$ cat src/rtl/msi_intr_file.sv
module msi_intr_file #(
  parameter int NUM_IDS = 64,
  parameter int ID_W    = 11
) (
  input  logic             clk,
  input  logic             rst_n,
  input  logic             set_valid,
  input  logic [ID_W-1:0]  set_id,
  input  logic             reg_wr,
  input  logic [2:0]       reg_sel,
  input  logic [ID_W-6:0]  reg_idx,
  input  logic [31:0]      reg_wdata,
  output logic [31:0]      reg_rdata,
  output logic [31:0]      top_val,
  output logic             irq
);
  localparam int WORDS = NUM_IDS / 32;
  localparam int IDX_W = ID_W - 5;
  localparam int HI_LSB = 16;
  localparam logic [2:0] SEL_DEL = 3'd0;
  localparam logic [2:0] SEL_THR = 3'd1;
  localparam logic [2:0] SEL_CLM = 3'd2;
  localparam logic [2:0] SEL_PND = 3'd3;
  localparam logic [2:0] SEL_ENA = 3'd4;

  logic [NUM_IDS-1:0] pend, en, pend_nx, en_nx;
  logic               del_en;
  logic [ID_W-1:0]    thr, win;
  logic [31:0]        pend_word, en_word;

  wire wr_del = reg_wr && reg_sel == SEL_DEL;
  wire wr_thr = reg_wr && reg_sel == SEL_THR;
  wire wr_clm = reg_wr && reg_sel == SEL_CLM;
  wire wr_pnd = reg_wr && reg_sel == SEL_PND;
  wire wr_ena = reg_wr && reg_sel == SEL_ENA;
  wire set_ok = set_valid && set_id != '0 && int'(set_id) < NUM_IDS;

  always_comb begin
    int lim;
    lim = (thr != '0 && int'(thr) <= NUM_IDS) ? int'(thr) : NUM_IDS;
    win = '0;
    for (int i = NUM_IDS - 1; i >= 1; i--)
      if (pend[i] && en[i] && i < lim) win = ID_W'(i);
  end

  assign top_val = (32'(win) << HI_LSB) | 32'(win);
  assign irq     = del_en && win != '0;

  always_comb begin
    pend_word = '0;
    en_word   = '0;
    for (int w = 0; w < WORDS; w++)
      if (reg_idx == IDX_W'(w)) begin
        pend_word = pend[w*32 +: 32];
        en_word   = en[w*32 +: 32];
      end
  end

  always_comb begin
    case (reg_sel)
      SEL_DEL: reg_rdata = {31'b0, del_en};
      SEL_THR: reg_rdata = 32'(thr);
      SEL_CLM: reg_rdata = top_val;
      SEL_PND: reg_rdata = pend_word;
      SEL_ENA: reg_rdata = en_word;
      default: reg_rdata = '0;
    endcase
  end

  always_comb begin
    pend_nx = pend;
    en_nx   = en;
    for (int w = 0; w < WORDS; w++)
      if (reg_idx == IDX_W'(w)) begin
        if (wr_pnd) pend_nx[w*32 +: 32] = reg_wdata;
        if (wr_ena) en_nx[w*32 +: 32]   = reg_wdata;
      end
    if (wr_clm && win != '0) pend_nx = pend_nx & ~(NUM_IDS'(1) << win);
    if (set_ok)              pend_nx = pend_nx | (NUM_IDS'(1) << set_id);
    pend_nx[0] = 1'b0;
    en_nx[0]   = 1'b0;
  end

  always_ff @(posedge clk) begin
    if (!rst_n) begin
      pend   <= '0;
      en     <= '0;
      del_en <= 1'b0;
      thr    <= '0;
    end else begin
      pend <= pend_nx;
      en   <= en_nx;
      if (wr_del) del_en <= reg_wdata[0];
      if (wr_thr) thr    <= reg_wdata[ID_W-1:0];
    end
  end

  AST_WIN_QUALIFIED: assert property (@(posedge clk) disable iff (!rst_n)
    win != '0 |-> (pend & en & (NUM_IDS'(1) << win)) != '0);
  AST_WIN_BELOW_THR: assert property (@(posedge clk) disable iff (!rst_n)
    (thr != '0 && int'(thr) <= NUM_IDS && win != '0) |-> win < thr);
  AST_CLAIM_CLEARS: assert property (@(posedge clk) disable iff (!rst_n)
    (wr_clm && win != '0 && !(set_valid && set_id == win))
      |=> (pend & (NUM_IDS'(1) << $past(win))) == '0);
  AST_SET_BEATS_CLAIM: assert property (@(posedge clk) disable iff (!rst_n)
    (wr_clm && set_valid && win != '0 && set_id == win)
      |=> (pend & (NUM_IDS'(1) << $past(set_id))) != '0);
  AST_DEL_STABLE: assert property (@(posedge clk) disable iff (!rst_n)
    !wr_del |=> $stable(del_en));
endmodule

$ cat config.mk
export PLATFORM = sky130hd
export DESIGN_NAME = msi_intr_file
export DESIGN_NICKNAME = d
export VERILOG_FILES = /design/src/rtl/msi_intr_file.sv
export SDC_FILE = /design/constraint.sdc
export NUM_CORES = 1
export LEC_CHECK = 0
export BUFFER_PORTS_ARGS = -buffer_cell sky130_fd_sc_hd__buf_2
export CAP_MARGIN = 20
export CORE_MARGIN = 1
export CORE_UTILIZATION = 58
export CTS_BUF_LIST = sky130_fd_sc_hd__clkbuf_4 sky130_fd_sc_hd__clkbuf_8
export DETAILED_ROUTE_END_ITERATION = 8
export HOLD_SLACK_MARGIN = 0.15
export PLACE_DENSITY = 0.76
export SYNTH_ARGS = -nofsm -noshare
export SYNTH_HDL_FRONTEND = slang
export SYNTH_SLANG_ARGS = --single-unit
$ cat constraint.sdc
create_clock -name clk -period 10.6 [get_ports clk]
set_input_delay 2.12 -clock clk [delete_from_list [all_inputs] [get_ports clk]]
set_output_delay 2.12 -clock clk [all_outputs]
set_load 0.03 [all_outputs]
* After elaboration in Yosys (flattened, before gate mapping)
Cells that the tools add are included.
Cells by class: magnitude comparators 65, reduce and logical (&&, ||, !) cells 143, bitwise gates (word level) 4, shift operators 2, equality and inequality tests 5, multiplexer cells 75
Operator list (count):
- two-way mux 11 bit | 62
- less-than comparator 6 x 11 -> 1 bit, first input constant | 32
- two-way mux 32 bit | 8
- less-than comparator 5 x 11 -> 1 bit, first input constant | 16
- one-hot mux 32 bit (5 select lines) | 1
- logical AND 1 bit | 136
- two-way mux 64 bit | 2
- left shift 1 x 11 -> 64 bit, first input constant | 2
- less-than comparator 4 x 11 -> 1 bit, first input constant | 8
- bitwise AND 64 bit | 1
- NOT 64 bit | 1
- OR 64 bit | 1
- less-than comparator 3 x 11 -> 1 bit, first input constant | 4
- nonzero test 11 bit | 3
- OR 27 x 11 -> 27 bit | 1
- less-than comparator 2 x 11 -> 1 bit, first input constant | 2
- two-way mux 6 bit | 2
- <= comparator 11 x 7 -> 1 bit, second input constant | 1
- less-than comparator 1 x 11 -> 1 bit, first input constant | 1
- less-than comparator 11 x 7 -> 1 bit, second input constant | 1
- == test 3 x 2 -> 1 bit, second input constant | 2
- == test 6 x 1 -> 1 bit, second input constant | 1
- logical NOT 6 bit | 1
- AND reduction 2 bit | 2
- other kinds (3) | 3
Word-level totals: word-level logic and storage cells 301, flip-flop bits (word level) 140, input bits 56

* Depth between registers and ports, before layout
word-level depth 74, depth in mapped cells 16

* Worst setup path after synthesis
No wires, ideal clock.
path kind input port to output port, start input reg_idx[4], end output reg_rdata[4], path slack 4.517 ns, path buffers 1, arrival time 3.963 ns, stages 7, path through or4_1 -> nor2_1 -> nand3_1 -> clkbuf_1 -> o22ai_1 -> a21oi_1 -> a21oi_1
On the way: word-level cells in the longest chain between the ends 4
RTL lines:
- start, declared | line 11 | input logic [ID_W-6:0] reg_idx,
- logical NOT 6 bit | line 53 | if (reg_idx == IDX_W'(w)) begin
- two-way mux 32 bit (2 in series) | line 53
- one-hot mux 32 bit (5 select lines) * | line 60 | case (reg_sel)
- end, declared | line 13 | output logic [31:0] reg_rdata,
Every way passes the cells marked *; elsewhere a longest branch is shown, timed or not.

* Worst setup path after layout
start register thr[1], end output reg_rdata[18]
On the way: word-level cells in the longest chain between the ends 70
RTL lines:
- start, declared | line 28 | logic [ID_W-1:0] thr, win;
- start signal, assigned | line 94 | if (wr_thr) thr <= reg_wdata[ID_W-1:0];
- <= comparator 11 x 7 -> 1 bit or nonzero test 11 bit (tied branches) | line 40 | lim = (thr != '0 && int'(thr) <= NUM_IDS) ? int'(thr) : NUM_IDS;
- logical AND 1 bit | line 40
- two-way mux 11 bit * | line 40
- less-than comparator 6 x 11 -> 1 bit | line 43 | if (pend[i] && en[i] && i < lim) win = ID_W'(i);
- logical AND 1 bit | line 43
- two-way mux 6 bit (2 in series) | line 43
- two-way mux 11 bit (60 in series) | line 43
- two-way mux 11 bit * | line 43
- OR 27 x 11 -> 27 bit * | line 46 | assign top_val = (32'(win) << HI_LSB) | 32'(win);
- one-hot mux 32 bit (5 select lines) * | line 60
Marked as above.

==> flow_summary.json <==
{
  "outcome": "finished, violations left",
  "violations": "DRC",
  "vdd_drop_max_mv": 0.08530,
  "gr-usage-met2": 0.7225,
  "rows": 49,
  "register_area_um2": 2763,
  "multi_input_area_um2": 7323,
  "final_max_slew_viol_count": 0,
  "met3_usage": 0.1777,
  "antenna_found_initial": 0,
  "track_usage": 0.5064,
  "layout_commonest_cell": "nand2_1",
  "finClkSkew_ps": 16.63,
  "synth_edf_count": 0,
  "whs_ps": 478.1,
  "cts_tree": "yes",
  "synth-seq-area-share": 0.2582,
  "synth_top_area_share": 0.2582,
  "synth-seq-cells": 138,
  "yosys_warnings": 0,
  "syn_area_per_cell_um2": 7.304,
  "wl_per_cell_um": 27.75,
  "overflow": 0,
  "vias": 12752,
  "insertion_delay_ps": 480,
  "first_global_vias": 11540,
  "syn_inst": 1465,
  "final_antenna_net_count": 0,
  "synth_async_sr_flop_share": 0,
  "dr.pass1.iters": 9,
  "core_area_um2": 18020,
  "critPathKind": "reg -> out",
  "mostFrequentLayoutCells": "277 x nand2_1, 177 x a21oi_1, 138 x dfxtp_1",
  "netlist_area_um2": 10700,
  "worst_slew_pin_slew_ps": 1151,
  "post-dp-hpwl_um": 35360,
  "setup-violations-final": 0,
  "area_growth_syn_to_layout_pct": 7.425,
  "clock-root-buffer": "clkbuf_8",
  "drt-initial-drc-count": 2051,
  "ys.flop_type": "dfxtp_1",
  "dieHeight_um": 137.8,
  "synth.distinct_cells": 94,
  "viasPerCell": 7.358,
  "cts_max_level": 4,
  "post_cts_buffers": 0,
  "num-nets-final": 1546,
  "cts_resized": 0,
  "grt_pass1_wl_um": 69860,
  "io-pin-count": 121,
  "die_x_um": 137.8,
  "cap_violations": 0,
  "nFillCells": 1686,
  "slew_headroom": 0.2312,
  "setup_tns_ps": 0,
  "critPathRequiredTime_ps": 8480,
  "grt_start_max_net_pins": 66,
  "yosysTopAreaCell": "dfxtp_1",
  "wl_um": 48100,
  "drc": 2,
  "leakage_uw": 0.004151,
  "clk_pin_slew_worst_paths_ps": 100,
  "finalHoldViolations": 0,
  "end_kind": "primary output",
  "numCtsBuffers": 17,
  "cts.sinks": 138,
  "grt_use_met1": 0.6491,
  "hold_path_class": "reg -> reg",
  "cp_max_fo": 21,
  "drive_gt1_frac": 0.1430,
  "holdBufCountCts": 0,
  "ys_top_cells_by_area": "dfxtp_1 26%, mux2i_1 11%, nand2_1 9.7%",
  "max_freq_mhz": 124.2,
  "rsz0062_at_grt": "no",
  "gp_congestion": 1.136,
  "clockBufferDepth": 2,
  "fin_crit_ps": 8051,
  "die_area_um2": 19000,
  "portBuffers": 100,
  "finalCritPeriodShare": 0.7595,
  "powerDensity_nw_per_um2": 99.37,
  "start_util": 0.5936,
  "startpoint_type": "flop",
  "top_usage_layer": "met2",
  "worstPathArrival_ps": 5930
}
[critical path, cell delays in order (launching register included)]
cell and delay (ps):
dfxtp_1 1030, nor4_4 200, a211oi_4 800, a21oi_1 240, or3_1 430, a311oi_1 340, nor4_1 110, o41ai_1 810
a21o_2 520, inv_2 290, nand2_1 180, o221ai_1 210, buf_2 270
[kinds of logic after synthesis]
logic type | share of synthesized area
AO/OA/AOI/OAI | 0.2922
buffers and inverters | 0.06595
flip-flops | 0.2582
multiplexers | 0.1215
other | 0.0003505
AND/OR/NAND/NOR | 0.2618
[state kept, by name, indices dropped and copies added (netlist names)]
name    cells
en         63
pend       63
thr        11
del_en      1
[layout make-up]
class | count | share of cell area
tap | 229 | 0.02493
timing repair buffer | 121 | 0.05747
sequential | 138 | 0.2403
antenna | 1 | 0.0002177
inverter | 9 | 0.003157
clock buffer | 17 | 0.02035
multi-input combinational | 1203 | 0.6371
clock inverter | 15 | 0.01644
[report_power, final]
group          switching [µW]  internal (µW)  total [µW]
sequential               12.4            525         537
clock                     292            185         477
combinational            93.6           34.7         128
total                     398            744        1140
[Yosys cell counts, types with 11 or more instances]
cell,number
buf_2,22
nor4_1,13
nand2_1,277
buf_4,27
and2_1,19
mux2i_1,113
dfxtp_1,138
o22a_1,18
a21oi_1,177
a22oi_1,14
buf_1,11
a31oi_1,38
o22ai_1,20
nor2_1,92
nor3_1,35
clkbuf_1,69
mux2_2,15
a211oi_1,17
o221ai_1,13
nand2b_1,32
nand3_1,34
o21ai_0,39
or3_1,13
[per-stage QoR]
stage / std cells / utilization / setup WS (ps) / area, µm² / power (µW)
floorplan: 1484 / - / 4517 / 10770 / 626.3
global placement: 1699 / 0.6137 / 3378 / 11060 / 669.0
detailed placement: 1699 / 0.6137 / 3380 / 11060 / 667.9
CTS: 1731 / 0.6372 / 2844 / 11480 / 1127
global route: 1732 / 0.6376 / 2441 / 11490 / 1163
finish: 1733 / 0.6377 / 2549 / 11490 / 1142
[final timing paths]
kind          start             to  slack [ps]  cells after the start
min          en[55]         en[55]         480                      2
max          thr[1]  reg_rdata[18]        2550                     12
max reg2reg  thr[1]       pend[61]        4960                     11
min reg2reg  en[55]         en[55]         480                      2
[metal layers]
| metal | vias to the layer above | wire, µm |
|---|---|---|
| li1 | 5429 | - |
| met1 | 5917 | 17550 |
| met2 | 1140 | 19640 |
| met3 | 266 | 7629 |
| met4 | 0 | 3275 |
| met5 | - | 0 |
(Power assumes the default switching activity.)
